`src/rtl/offdiag_pkg.sv`:
```
`timescale 1ns/1ps
package offdiag_pkg;
  typedef enum logic [1:0] {
    TS_IDLE   = 2'd0,
    TS_SETTLE = 2'd1,
    TS_DONE   = 2'd2
  } tst_state_e;

  localparam int CFG_OL_BIT  = 0;
  localparam int CFG_PD_BIT  = 1;
  localparam int CFG_STR_LSB = 2;
  localparam int SETTLE_MIN  = 16;
  localparam int SETTLE_RST  = 32;
endpackage

```
`src/rtl/offdiag_filt.sv`:
```
`timescale 1ns/1ps
module offdiag_filt #(
  parameter int DEB = 4
) (
  input  logic clk,
  input  logic rst_n,
  input  logic raw,
  output logic filt
);
  localparam int CW = $clog2(DEB) + 1;

  logic          s1_q, s2_q, filt_q, filt_d;
  logic [CW-1:0] cnt_q, cnt_d;

  always_comb begin
    cnt_d  = '0;
    filt_d = filt_q;
    if (s2_q != filt_q) begin
      if (cnt_q == CW'(DEB - 1)) begin
        filt_d = s2_q;
      end else begin
        cnt_d = cnt_q + 1'b1;
      end
    end
  end

  always_ff @(posedge clk or negedge rst_n) begin
    if (!rst_n) begin
      s1_q   <= 1'b0;
      s2_q   <= 1'b0;
      filt_q <= 1'b0;
      cnt_q  <= '0;
    end else begin
      s1_q   <= raw;
      s2_q   <= s1_q;
      filt_q <= filt_d;
      cnt_q  <= cnt_d;
    end
  end

  assign filt = filt_q;
endmodule

```
`src/rtl/offdiag_chan.sv`:
```
`timescale 1ns/1ps
module offdiag_chan
  import offdiag_pkg::*;
#(
  parameter int SETW = 8
) (
  input  logic            clk,
  input  logic            rst_n,
  input  logic            ch_on,
  input  logic            hi,
  input  logic            ol_en,
  input  logic            pd_req,
  input  logic [SETW-1:0] settle,
  output logic            pu_en,
  output logic            pd_en,
  output logic            ol_stat,
  output logic            sh_stat
);
  tst_state_e      st_q, st_d;
  logic [SETW-1:0] cnt_q, cnt_d;
  logic            ol_q, ol_d, sh_q, sh_d;
  logic            active, cnt_en;

  assign active = ~ch_on & ol_en;
  assign cnt_en = (st_q == TS_SETTLE) || (st_d == TS_SETTLE);

  always_comb begin
    st_d  = st_q;
    cnt_d = cnt_q;
    sh_d  = sh_q;
    case (st_q)
      TS_IDLE: begin
        if (active && pd_req && hi) begin
          st_d  = TS_SETTLE;
          cnt_d = '0;
        end
      end
      TS_SETTLE: begin
        if (!active || !pd_req) begin
          st_d = TS_IDLE;
        end else if (cnt_q == settle - 1'b1) begin
          st_d = TS_DONE;
          sh_d = hi;
        end else begin
          cnt_d = cnt_q + 1'b1;
        end
      end
      TS_DONE: begin
        if (!active || !pd_req) st_d = TS_IDLE;
      end
      default: st_d = TS_IDLE;
    endcase
    if (ch_on || !pd_req) sh_d = 1'b0;
    ol_d = ((st_q == TS_SETTLE) && active) ? ol_q : (active & hi);
  end

  always_ff @(posedge clk or negedge rst_n) begin
    if (!rst_n) begin
      st_q <= TS_IDLE;
      ol_q <= 1'b0;
      sh_q <= 1'b0;
    end else begin
      st_q <= st_d;
      ol_q <= ol_d;
      sh_q <= sh_d;
    end
  end

  always_ff @(posedge clk or negedge rst_n) begin
    if (!rst_n) begin
      cnt_q <= '0;
    end else if (cnt_en) begin
      cnt_q <= cnt_d;
    end
  end

  assign pu_en   = active & (st_q != TS_SETTLE);
  assign pd_en   = active & (st_q == TS_SETTLE);
  assign ol_stat = ol_q;
  assign sh_stat = sh_q;
endmodule

```
`src/rtl/offdiag_regs.sv`:
```
`timescale 1ns/1ps
module offdiag_regs
  import offdiag_pkg::*;
#(
  parameter int NCH  = 2,
  parameter int SW   = 2,
  parameter int AW   = 3,
  parameter int DW   = 8,
  parameter int SETW = 8
) (
  input  logic            clk,
  input  logic            rst_n,
  input  logic            wr,
  input  logic [AW-1:0]   addr,
  input  logic [DW-1:0]   wdata,
  output logic [DW-1:0]   rdata,
  input  logic [NCH-1:0]  st_ol,
  input  logic [NCH-1:0]  st_sh,
  output logic [NCH-1:0]  ol_en,
  output logic [NCH-1:0]  pd_req,
  output logic [NCH*SW-1:0] str,
  output logic [NCH-1:0]  mask_ol,
  output logic [NCH-1:0]  mask_sh,
  output logic [SETW-1:0] settle
);
  localparam int CW     = SW + 2;
  localparam int A_MASK = NCH;
  localparam int A_STAT = NCH + 1;
  localparam int A_SETL = NCH + 2;

  logic [CW-1:0]    cfg_q [NCH];
  logic [2*NCH-1:0] mask_q;
  logic [SETW-1:0]  settle_q, settle_d;
  logic             mask_we, settle_we;

  assign mask_we   = wr && (addr == AW'(A_MASK));
  assign settle_we = wr && (addr == AW'(A_SETL));
  assign settle_d  = (wdata[SETW-1:0] < SETW'(SETTLE_MIN)) ? SETW'(SETTLE_MIN)
                                                           : wdata[SETW-1:0];

  for (genvar i = 0; i < NCH; i++) begin : g_cfg
    logic cfg_we;
    assign cfg_we = wr && (addr == AW'(i));
    always_ff @(posedge clk or negedge rst_n) begin
      if (!rst_n) begin
        cfg_q[i] <= '0;
      end else if (cfg_we) begin
        cfg_q[i] <= wdata[CW-1:0];
      end
    end
    assign ol_en[i]          = cfg_q[i][CFG_OL_BIT];
    assign pd_req[i]         = cfg_q[i][CFG_PD_BIT];
    assign str[i*SW +: SW]   = cfg_q[i][CFG_STR_LSB +: SW];
  end

  always_ff @(posedge clk or negedge rst_n) begin
    if (!rst_n) begin
      mask_q <= '0;
    end else if (mask_we) begin
      mask_q <= wdata[2*NCH-1:0];
    end
  end

  always_ff @(posedge clk or negedge rst_n) begin
    if (!rst_n) begin
      settle_q <= SETW'(SETTLE_RST);
    end else if (settle_we) begin
      settle_q <= settle_d;
    end
  end

  always_comb begin
    rdata = '0;
    for (int i = 0; i < NCH; i++) begin
      if (addr == AW'(i)) rdata[CW-1:0] = cfg_q[i];
    end
    if (addr == AW'(A_MASK)) rdata[2*NCH-1:0] = mask_q;
    if (addr == AW'(A_STAT)) rdata[2*NCH-1:0] = {st_sh, st_ol};
    if (addr == AW'(A_SETL)) rdata[SETW-1:0]  = settle_q;
  end

  assign mask_ol = mask_q[NCH-1:0];
  assign mask_sh = mask_q[2*NCH-1:NCH];
  assign settle  = settle_q;
endmodule

```
`src/rtl/offdiag_ctrl.sv`:
```
`timescale 1ns/1ps
module offdiag_ctrl #(
  parameter int NCH  = 2,
  parameter int SW   = 2,
  parameter int AW   = 3,
  parameter int DW   = 8,
  parameter int DEB  = 4,
  parameter int SETW = 8
) (
  input  logic              clk,
  input  logic              rst_n,
  input  logic [NCH-1:0]    ch_on,
  input  logic [NCH-1:0]    cmp_hi,
  input  logic              reg_wr,
  input  logic [AW-1:0]     reg_addr,
  input  logic [DW-1:0]     reg_wdata,
  output logic [DW-1:0]     reg_rdata,
  output logic [NCH-1:0]    pu_en,
  output logic [NCH*SW-1:0] pu_str,
  output logic [NCH-1:0]    pd_en,
  output logic              fault_n
);
  logic            rst_meta, rst_s;
  logic [NCH-1:0]  hi_f, ol_en, pd_req, ol_stat, sh_stat, mask_ol, mask_sh;
  logic [SETW-1:0] settle_q;
  logic            fault_d, fault_q;

  always_ff @(posedge clk or negedge rst_n) begin
    if (!rst_n) begin
      rst_meta <= 1'b0;
      rst_s    <= 1'b0;
    end else begin
      rst_meta <= 1'b1;
      rst_s    <= rst_meta;
    end
  end

  offdiag_regs #(.NCH(NCH), .SW(SW), .AW(AW), .DW(DW), .SETW(SETW)) u_regs (
    .clk(clk), .rst_n(rst_s), .wr(reg_wr), .addr(reg_addr), .wdata(reg_wdata),
    .rdata(reg_rdata), .st_ol(ol_stat), .st_sh(sh_stat), .ol_en(ol_en),
    .pd_req(pd_req), .str(pu_str), .mask_ol(mask_ol), .mask_sh(mask_sh),
    .settle(settle_q)
  );

  for (genvar i = 0; i < NCH; i++) begin : g_ch
    offdiag_filt #(.DEB(DEB)) u_filt (
      .clk(clk), .rst_n(rst_s), .raw(cmp_hi[i]), .filt(hi_f[i])
    );
    offdiag_chan #(.SETW(SETW)) u_chan (
      .clk(clk), .rst_n(rst_s), .ch_on(ch_on[i]), .hi(hi_f[i]),
      .ol_en(ol_en[i]), .pd_req(pd_req[i]), .settle(settle_q),
      .pu_en(pu_en[i]), .pd_en(pd_en[i]), .ol_stat(ol_stat[i]),
      .sh_stat(sh_stat[i])
    );
  end

  assign fault_d = ~|((ol_stat & ~mask_ol) | (sh_stat & ~mask_sh));

  always_ff @(posedge clk or negedge rst_s) begin
    if (!rst_s) begin
      fault_q <= 1'b1;
    end else begin
      fault_q <= fault_d;
    end
  end

  assign fault_n = fault_q;
endmodule

```
`config.mk`:
```
export PLATFORM = sky130hd
export DESIGN_NAME = offdiag_ctrl
export DESIGN_NICKNAME = d
export VERILOG_FILES = /design/src/rtl/offdiag_pkg.sv /design/src/rtl/offdiag_filt.sv /design/src/rtl/offdiag_chan.sv /design/src/rtl/offdiag_regs.sv /design/src/rtl/offdiag_ctrl.sv
export SDC_FILE = /design/constraint.sdc
export NUM_CORES = 1
export LEC_CHECK = 0
export BUFFER_PORTS_ARGS = -buffer_cell sky130_fd_sc_hd__buf_2
export CORE_ASPECT_RATIO = 0.75
export CORE_MARGIN = 1.5
export CORE_UTILIZATION = 57
export CTS_CLUSTER_DIAMETER = 30
export CTS_CLUSTER_SIZE = 8
export DETAILED_ROUTE_END_ITERATION = 6
export HOLD_SLACK_MARGIN = 0.08
export PLACE_DENSITY = 0.78
export RECOVER_POWER = 25
export SLEW_MARGIN = 15
export SYNTH_ARGS = -nofsm -noshare
export SYNTH_HDL_FRONTEND = slang
export SYNTH_SLANG_ARGS = --single-unit
```
`constraint.sdc`:
```
create_clock -name clk -period 3 [get_ports clk]
set_clock_uncertainty 0.05 [all_clocks]
set_input_delay 0.6 -clock clk [delete_from_list [all_inputs] [get_ports clk]]
set_output_delay 0.6 -clock clk [all_outputs]
set_load 0.05 [all_outputs]
```
==> results of run 1 <==
==> worst max-delay path: stages, from the launching register on <==
cell	delay (ns)
dfrtp_1	0.45
inv_1	0.09
ha_1	0.26
or3b_1	0.41
a311o_1	0.27
a2111oi_0	0.39
nand4_1	0.13
buf_4	0.20
nand2_1	0.15
mux2i_1	0.21
==> flip-flops by register name (all words and copies together), names as in the netlist, 2 cells and up <==
name	cells
g_ch.u_chan.ol_stat	2
g_ch.u_chan.st_q	4
u_regs.pd_req	2
u_regs.ol_en	2
g_ch.u_filt.filt	2
u_regs.str	4
g_ch.u_chan.cnt_q	16
u_regs.settle	8
g_ch.u_filt.s2_q	2
g_ch.u_chan.sh_stat	2
g_ch.u_filt.cnt_q	6
g_ch.u_filt.s1_q	2
u_regs.mask_q	4
==> path summary, 6_finish.rpt <==
path / startpoint / endpoint / slack, ns / cells past startpoint
setup / recovery: u_regs.settle[0] / g_ch[1].u_chan.cnt_q[0] / 0.30 / 9
hold / removal: rst_s / g_ch[0].u_filt.cnt_q[0] / 0.20 / 0
setup reg to reg: u_regs.settle[0] / g_ch[1].u_chan.cnt_q[0] / 0.30 / 9
hold reg to reg: rst_s / g_ch[0].u_filt.cnt_q[0] / 0.20 / 0
max in group asynchronous: rst_s / u_regs.settle[2] / 1.33 / 1
min in group clk: rst_meta / rst_s / 0.30 / 0
==> per-layer routing <==
metal  GRT usage  routed length [um]  vias to the layer above
met1       0.327                3300                     1273
met4      0.0853                  91                        0
met2       0.391                3180                       83
met3      0.0833                 426                       12
met5           0                   0                        -
li1            -                   -                     1247
==> placed cells by master, fill, tap and decap left out, drive strengths merged, types with 2 or more instances in the layout <==
master     n
nor2      12
a22oi      4
nor3      10
nor2b     18
or4        4
nand4      5
or3b       2
dfstp      2
o211ai     4
inv       12
o31ai      5
nand2b     9
nand3      7
and3       5
a21oi     10
dfrtp     57
o21ai     10
mux2      15
mux2i     16
xor2       6
nor3b      8
clkinvlp   2
a31oi      4
nand2     43
ha         5
buf       36
o22ai      5
a22o       2
and2      10
clkbuf    13
clkinv     2
nor4       3
xnor2      9
==> metrics by stage <==
step / hold slack (ns) / total power [mW] / area [um2] / util
after detailed placement: 0.129 / 1.70 / 3480 / 0.640
final: 0.201 / 2.42 / 3690 / 0.678
after CTS: 0.136 / 2.43 / 3690 / 0.679
after global routing: 0.266 / 2.56 / 3690 / 0.678
after global placement: 0.123 / 1.66 / 3480 / 0.640
after floorplan: 0.254 / 1.54 / 3280 / -
==> power by group <==
part	leakage (nW)	internal [mW]	switching [mW]
Clock	0.0957	0.409	0.332
Sequential	0.760	0.915	0.152
Combinational	0.839	0.256	0.360
Total	1.69	1.58	0.844
==> final cells by class <==
class,count,area (um2)
fill,427,1750
multi-input combinational,246,1660
sequential,59,1480
timing repair buffer,39,205
clock buffer,11,141
tap,75,93.8
clock inverter,5,62.6
inverter,12,45.0
==> logic make-up after synthesis <==
logic type               count (synthesis)
AO/OA/AOI/OAI                           52
adder cells (fa/ha/maj)                  5
buffers and inverters                   29
XOR/XNOR                                16
AND/OR/NAND/NOR                        141
flip-flops                              59
multiplexers                            31
other                                    1
==> timing repair <==
| action | CTS | global route |
|---|---|---|
| endpoints found under the hold margin | 2 | 0 |
| setup endpoints to repair | 0 | 0 |
| hold buffers | 1 | 0 |
==> run summary, run 1 <==
TritonCTS clock tree - done
#FFs+latches synth - 59
max-slew violations - 0
CP endpoint kind - flop
Clock Sinks - 59
mux cell area share after synthesis - 0.100
worst rel slew slack - 0.300
# IOs - 35
Fin. Hold Viols - 0
Worst Hold Class - reg -> async
vias in the first global route - 2444
fin cells - 447
Fmax achieved - 370 MHz
PwrDens - 657 nW/um2
fin crit share - 0.900
Worst-path clk slew - 0.07 ns
CP Class - reg -> reg
starting density of the core - 0.604
startpoint types - flop
critical path data required time - 3.22 ns
core area - 5440 um2
Synth Instances - 334
Arr. time, crit path - 2.91 ns
Syn. warnings - 0
Setup-failing EPs final - 0
Yosys top cell by area - dfrtp_1
antenna violations before repair - 0
Die Area - 6230 um2
async set-reset flop share out of synthesis - 1.00
first-pass GRT wire length - 11700 um
most frequent cells after synthesis - 57 x dfrtp_1, 43 x nand2_1, 18 x nor2b_1
gr usage total - 0.249
Post-Synth XOR/XNOR Area - 0.0469
final worst setup slack - 0.301 ns
RSZ-0062 raised after global routing - false
via density per instance - 5.85
top cells by area, synth - dfrtp_1 43%, mux2_2 5.1%, nand2_1 4.9%
Post-Syn Area - 3280 um2
Iter 0 DRT Violations - 112
post-CTS setup buffer count - 0
DR DRC count - 0
CTS root buffer - clkbuf_8
status - finished, final reports clean
synth unique cells - 52
part of the Yosys area used for sequential elements - 0.450
detailed placer's ending HPWL - 5140 um
Setup WS pre-CTS - 0.322 ns
wire length per cell - 15.7 um
H-tree depth - 3
most frequent cell after synthesis - dfrtp_1
fin nets - 390
DR vias - 2615
CTS buffer count - 9
Final GP Congestion - 0.865
min Tclk post-route - 2.70 ns
Peak VDD IR - 0.000499 V
Synth top area share - 0.434
diodes inserted - 0
Antenna Violating Nets Remaining - 0
Cell Rows - 23
post-synthesis compound-gate area fraction - 0.104
crit-path max FO - 11
post_cts resized - 0
max-capacitance violation count - 0
Layout area overhead - 12.3%
Pre-Repair DR Iteration Count - 5
Worst-Margin Slew - 1.05 ns
Clock Latency Late Sink - 0.34 ns
I/O Buffers - 34
adder-cell share of the synthesized area - 0.0190
grt ovf - 0
P_leak - 1.69 nW
dominant synthesized flop cell - dfrtp_1
setup TNS - 0 ns
EDFF count, synth - 0
largest family of logic cells by synthesized area - simple AND/OR/NAND/NOR gates
simple-gate share of the synthesized area - 0.234
placed insts - 430
die width - 90.7 um
Mapped Nets - 357
final wirelength - 7000 um
CTS max path bufs - 2
share of cells above drive strength 1 - 0.191
Avg Cell Area, Syn - 9.83 um2
largest net degree at the start of global routing - 25
Die Y - 68.7 um
(Power assumes the default switching activity.)
==> inputs of run 2 (changes only) <==
--- a/config.mk
+++ b/config.mk
@@ -7,2 +7,3 @@
 export LEC_CHECK = 0
+export ABC_AREA = 0
 export BUFFER_PORTS_ARGS = -buffer_cell sky130_fd_sc_hd__buf_2
==> constraint.sdc (replaced) <==
create_clock -name clk -period 3 [get_ports clk]
set_clock_uncertainty 0.05 [all_clocks]
set_input_delay 0.3 -clock clk [delete_from_list [all_inputs] [get_ports clk]]
set_output_delay 0.3 -clock clk [all_outputs]
set_load 0.05 [all_outputs]
==> run 2 against run 1 <==
Total power is 0.94% higher; clock power rose by 4.6%; critical path depth unchanged; sequential share of layout area down 0.22 points; flip-flop and latch count unchanged; first-iteration DRC count rose by 40%; non-clock buffer count is 1 higher; design area grew 0.54%.
==> run summary, run 2 (synthesis gave the netlist of run 1 again) <==
H-tree depth - 3 (unchanged)
Final GP Congestion - 0.840 (was 0.865)
CTS max path bufs - 2 (unchanged)
Die Area - 6230 um2 (unchanged)
CTS buffer count - 9 (unchanged)
crit-path cells - inv_1 > ha_1 > or3b_1 > a311o_1 > a2111oi_0 > nand4_1 > buf_4 > nand2_1 > mux2i_1 (unchanged)
critical path data required time - 3.22 ns (about the same)
grt ovf - 0 (unchanged)
Worst-Margin Slew - 1.07 ns (was 1.05 ns)
fillcell total - 415 (was 427)
core area - 5440 um2 (unchanged)
Die Y - 68.7 um (unchanged)
first-pass GRT wire length - 11600 um (was 11700 um)
Clock Sinks - 59 (unchanged)
max-slew violations - 0 (unchanged)
min Tclk post-route - 2.72 ns (was 2.70 ns)
CP Class - reg -> reg (unchanged)
I/O Buffers - 34 (unchanged)
wire length per cell - 15.2 um (was 15.7 um)
Design Area, Final - 3710 um2 (was 3690 um2)
DR vias - 2590 (was 2615)
worst rel slew slack - 0.286 (was 0.300)
startpoint types - flop (unchanged)
DR DRC count - 0 (unchanged)
detailed placer's ending HPWL - 4970 um (was 5140 um)
max-capacitance violation count - 0 (unchanged)
starting density of the core - 0.604 (unchanged)
Layout area overhead - 12.9% (was 12.3%)
Peak VDD IR - 0.000481 V (was 0.000499 V)
post_cts resized - 0 (unchanged)
diodes inserted - 0 (unchanged)
commonest non-fill, non-tap cells in the layout - 57 x dfrtp_1, 43 x nand2_1, 33 x buf_2, 18 x nor2b_1, 16 x mux2i_1 (unchanged)
fin nets - 391 (was 390)
Setup-failing EPs final - 0 (unchanged)
highest cell delay on the worst timing path - 0.45 ns (about the same)
Fmax achieved - 368 MHz (was 370 MHz)
CTS root buffer - clkbuf_8 (unchanged)
# IOs - 35 (unchanged)
crit-path max FO - 11 (unchanged)
final wirelength - 6820 um (was 7000 um)
antenna violations before repair - 0 (unchanged)
CP endpoint kind - flop (unchanged)
Antenna Violating Nets Remaining - 0 (unchanged)
gr usage total - 0.243 (was 0.249)
Iter 0 DRT Violations - 157 (was 112)
status - finished, final reports clean (unchanged)
die width - 90.7 um (unchanged)
final core occ - 0.682 (was 0.678)
Cell Rows - 23 (unchanged)
most common cell after layout, fill and taps aside - dfrtp_1 (unchanged)
TritonCTS clock tree - done (unchanged)
fin crit share - 0.907 (was 0.900)
RSZ-0062 raised after global routing - false (unchanged)
Pwr Total - 2.45 mW (was 2.42 mW)
Largest register FFs - 16 (unchanged)
via density per instance - 5.78 (was 5.85)
Worst Hold Class - in -> reg (was reg -> async)
largest net degree at the start of global routing - 45 (was 25)
P_leak - 1.71 nW (was 1.69 nW)
share of cells above drive strength 1 - 0.188 (was 0.191)
Worst-path clk slew - 0.07 ns (about the same)
placed cell areas - 3470 um2 (was 3480 um2)
Arr. time, crit path - 2.94 ns (was 2.91 ns)
Clock Latency Late Sink - 0.34 ns (about the same)
Pre-Repair DR Iteration Count - 4 (was 5)
Crit-path slowest cell - dfrtp_1 (unchanged)
vias in the first global route - 2385 (was 2444)
PwrDens - 660 nW/um2 (was 657 nW/um2)
setup TNS - 0 ns (unchanged)
post-CTS setup buffer count - 0 (unchanged)
Fin. Hold Viols - 0 (unchanged)
Top reg by flops - g_ch.u_chan.cnt_q (unchanged)
[run 2: critical path: cells and delay by family (launching register included)]
kind	cells	cell delay, ns
mux	1	0.19
fa+ha+maj	1	0.27
flops	1	0.45
compound gates	2	0.68
buf+inv	2	0.29
simple gates	3	0.70
[run 2: area by class of cell]
type | instances | area (um2) | area share
Tap cell | 75 | 93.8 | 0.0253
Clock buffer | 11 | 131 | 0.0354
Timing Repair Buffer | 40 | 219 | 0.0591
Clock inverter | 5 | 78.8 | 0.0213
Sequential cell | 59 | 1480 | 0.399
Multi-Input combinational cell | 246 | 1660 | 0.448
Inverter | 12 | 45.0 | 0.0121
[run 2: power breakdown]
| group | switching (mW) | total [mW] | leakage [nW] | internal [mW] |
|---|---|---|---|---|
| registers | 0.151 | 1.07 | 0.760 | 0.915 |
| clock network | 0.308 | 0.774 | 0.107 | 0.467 |
| logic | 0.351 | 0.606 | 0.846 | 0.255 |
| total | 0.810 | 2.45 | 1.71 | 1.64 |
[run 2: repair_timing]
item,4_1_cts,5_1_grt
endpoints found under the hold margin,4,0
hold buffers,3,0
endpoints found under the setup margin,0,0
[run 2: worst paths after layout]
path	slack [ns]	from	endpoint	cells after the start
max	0.28	u_regs.settle[0]	g_ch[1].u_chan.cnt_q[0]	9
min	0.15	reg_wdata[6]	u_regs.settle[6]	2
max reg2reg	0.28	u_regs.settle[0]	g_ch[1].u_chan.cnt_q[0]	9
min reg2reg	0.20	rst_s	g_ch[0].u_filt.cnt_q[1]	0
max in group asynchronous	1.23	rst_s	g_ch[1].u_chan.cnt_q[7]	1
min in group asynchronous	0.20	rst_s	g_ch[0].u_filt.cnt_q[1]	0
[run 2: stage by stage]
step	instances	setup WS [ns]	hold WS (ns)
2_1_floorplan	334	0.519	-0.0456
5_1_grt	448	0.0453	0.139
4_1_cts	448	0.281	0.128
6_report	448	0.280	0.153
3_5_place_dp	429	0.298	0.0378
3_3_place_gp	429	0.418	0.0365
[run 2: per-layer routing]
layer | vias to the layer above | track usage | wire length, um
met5 | - | 0 | 0
met4 | 0 | 0.0774 | 63
met3 | 8 | 0.0811 | 394
met2 | 72 | 0.378 | 3120
met1 | 1258 | 0.326 | 3240
li1 | 1252 | - | -
==> inputs of run 3 (changes only) <==
Settings changed: PLACE_DENSITY 0.78 to 0.82, RECOVER_POWER 25 to 50.
==> run 3 against run 2 <==
Non-clock buffer count is 3 higher; global-route usage hardly changed; sequential share of layout area down 0.23 points; cell count rose by 0.67%; first-iteration DRC count rose by 29%; total power about the same; combinational power is 4.5% higher.
==> run summary, run 3 (synthesis gave the netlist of run 1 again) <==
status - finished, final reports clean (unchanged)
# IOs - 35 (unchanged)
Worst-Margin Slew - 1.21 ns (was 1.07 ns)
Top reg by flops - g_ch.u_chan.cnt_q (unchanged)
max-capacitance violation count - 0 (unchanged)
antenna violations before repair - 0 (unchanged)
Antenna Violating Nets Remaining - 0 (unchanged)
Clock Sinks - 59 (unchanged)
multi-input logic area - 1660 um2 (unchanged)
Worst-path clk slew - 0.07 ns (about the same)
Largest register FFs - 16 (unchanged)
Setup-failing EPs final - 0 (unchanged)
Pre-Repair DR Iteration Count - 5 (was 4)
Worst Hold Launch - reg_wdata[7] (was reg_wdata[6])
Final GP Congestion - 0.919 (was 0.840)
final worst setup slack - 0.342 ns (was 0.280 ns)
Fin. Hold Viols - 0 (unchanged)
gr usage total - 0.243 (about the same)
Clock Latency Late Sink - 0.34 ns (about the same)
H-tree depth - 3 (unchanged)
Fmax achieved - 376 MHz (was 368 MHz)
max-slew violations - 0 (unchanged)
DR vias - 2615 (was 2590)
crit-path cells - inv_1 > ha_1 > or3b_1 > a311o_1 > a2111oi_0 > nand4_1 > buf_4 > nand2_1 > mux2i_1 (unchanged)
Die Area - 6230 um2 (unchanged)
share of cells above drive strength 1 - 0.194 (was 0.188)
Cell Rows - 23 (unchanged)
Crit-path slowest cell - dfrtp_1 (unchanged)
first-pass GRT wire length - 11600 um (unchanged)
Worst Hold Class - in -> reg (unchanged)
CP bufs+invs - 2 (unchanged)
Peak VDD IR - 0.000545 V (was 0.000481 V)
commonest non-fill, non-tap cells in the layout - 57 x dfrtp_1, 43 x nand2_1, 31 x buf_2, 18 x nor2b_1, 16 x mux2i_1 (was 57 x dfrtp_1, 43 x nand2_1, 33 x buf_2, 18 x nor2b_1, 16 x mux2i_1)
CP endpoint kind - flop (unchanged)
post-CTS setup buffer count - 0 (unchanged)
Hold-fix buffers, CTS - 3 (unchanged)
RR Startpoint - u_regs.settle[1] (was u_regs.settle[0])
Sequential Area - 1480 um2 (unchanged)
worst rel slew slack - 0.195 (was 0.286)
R2R depth - 9 (unchanged)
starting density of the core - 0.604 (unchanged)
Layout area overhead - 13.5% (was 12.9%)
setup TNS - 0 ns (unchanged)
largest net degree at the start of global routing - 32 (was 45)
Arr. time, crit path - 2.86 ns (was 2.94 ns)
wire length per cell - 15.4 um (was 15.2 um)
hold path endpoint - u_regs.settle[7] (was u_regs.settle[6])
CTS root buffer - clkbuf_8 (unchanged)
diodes inserted - 0 (unchanged)
I/O Buffers - 34 (unchanged)
fin nets - 394 (was 391)
fillcell total - 400 (was 415)
Hold Path Depth - 2 (unchanged)
DR DRC count - 0 (unchanged)
RR Endpoint - g_ch[1].u_chan.cnt_q[1] (was g_ch[1].u_chan.cnt_q[0])
core area - 5440 um2 (unchanged)
post_cts resized - 0 (unchanged)
grt ovf - 0 (unchanged)
critical path data required time - 3.20 ns (was 3.22 ns)
CTS buffer count - 9 (unchanged)
min Tclk post-route - 2.66 ns (was 2.72 ns)
crit-path max FO - 11 (unchanged)
die width - 90.7 um (unchanged)
CP Class - reg -> reg (unchanged)
PwrDens - 656 nW/um2 (was 660 nW/um2)
R2R Setup Slk - 0.34 ns (was 0.28 ns)
highest cell delay on the worst timing path - 0.41 ns (was 0.45 ns)
RSZ-0062 raised after global routing - false (unchanged)
P_leak - 1.72 nW (was 1.71 nW)
detailed placer's ending HPWL - 5010 um (was 4970 um)
Die Y - 68.7 um (unchanged)
CP top delay family - simple AND/OR/NAND/NOR gates (unchanged)
CTS max path bufs - 2 (unchanged)
final wirelength - 6960 um (was 6820 um)
startpoint types - flop (unchanged)
vias in the first global route - 2447 (was 2385)
via density per instance - 5.80 (was 5.78)
most common cell after layout, fill and taps aside - dfrtp_1 (unchanged)
Iter 0 DRT Violations - 202 (was 157)
TritonCTS clock tree - done (unchanged)
Setup WS pre-CTS - 0.359 ns (was 0.298 ns)
fin crit share - 0.886 (was 0.907)
## run 3: changes by cell type in the layout (fill, tap and decap cells not counted), sizes merged
cell	change
clkbuf	+2
buf	+1
bufinv	-1
clkinv	-1
clkinvlp	+1
inv	+1
## run 3: through the flow
| step | hold slack [ns] | cells | utilization | total power, mW | cell area (um2) |
|---|---|---|---|---|---|
| finish | 0.168 | 451 | 0.686 | 2.45 | 3730 |
| global route | 0.151 | 451 | 0.686 | 2.57 | 3730 |
| global placement | 0.0359 | 432 | 0.643 | 1.67 | 3490 |
| detailed placement | 0.0379 | 432 | 0.643 | 1.69 | 3490 |
| floorplan | -0.0456 | 334 | - | 1.54 | 3280 |
| CTS | 0.151 | 451 | 0.687 | 2.46 | 3740 |
## run 3: how the worst max path moves through the flow
stage               slack [ns]             start  cells after the start                 endpoint
floorplan                 0.52  u_regs.settle[0]                      9  g_ch[1].u_chan.cnt_q[0]
global placement          0.48  u_regs.settle[1]                      9  g_ch[1].u_chan.cnt_q[5]
detailed placement        0.36  u_regs.settle[1]                      9  g_ch[1].u_chan.cnt_q[1]
CTS                       0.35  u_regs.settle[1]                      9  g_ch[1].u_chan.cnt_q[1]
global route              0.17  u_regs.settle[1]                      9  g_ch[1].u_chan.cnt_q[1]
finish                    0.34  u_regs.settle[1]                      9  g_ch[1].u_chan.cnt_q[1]
## run 3: metal layers
layer	vias up	global-route usage	wire (um)
li1	1266	-	-
met4	0	0.107	57
met2	85	0.392	3280
met1	1258	0.324	3180
met5	-	0	0
met3	6	0.0504	435
## run 3: layout make-up
cell class                      instances  share of cell area
Timing Repair Buffer                   43              0.0641
Tap cell                               75              0.0252
Sequential cell                        59               0.397
Multi-Input combinational cell        246               0.445
Inverter                               12              0.0121
Clock inverter                          5              0.0161
Clock buffer                           11              0.0406
## run 3: power by group
| part | switching (mW) | internal [mW] | total [mW] |
|---|---|---|---|
| Clock | 0.325 | 0.431 | 0.756 |
| Sequential | 0.143 | 0.915 | 1.06 |
| Combinational | 0.368 | 0.265 | 0.633 |
## run 3: worst reg2reg max path: stages, from the launching register on
cell and delay (ns):
dfrtp_1 0.41, inv_1 0.07, ha_1 0.26, or3b_1 0.41
a311o_1 0.28, a2111oi_0 0.40, nand4_1 0.15, buf_4 0.20
nand2_1 0.14, mux2i_1 0.21
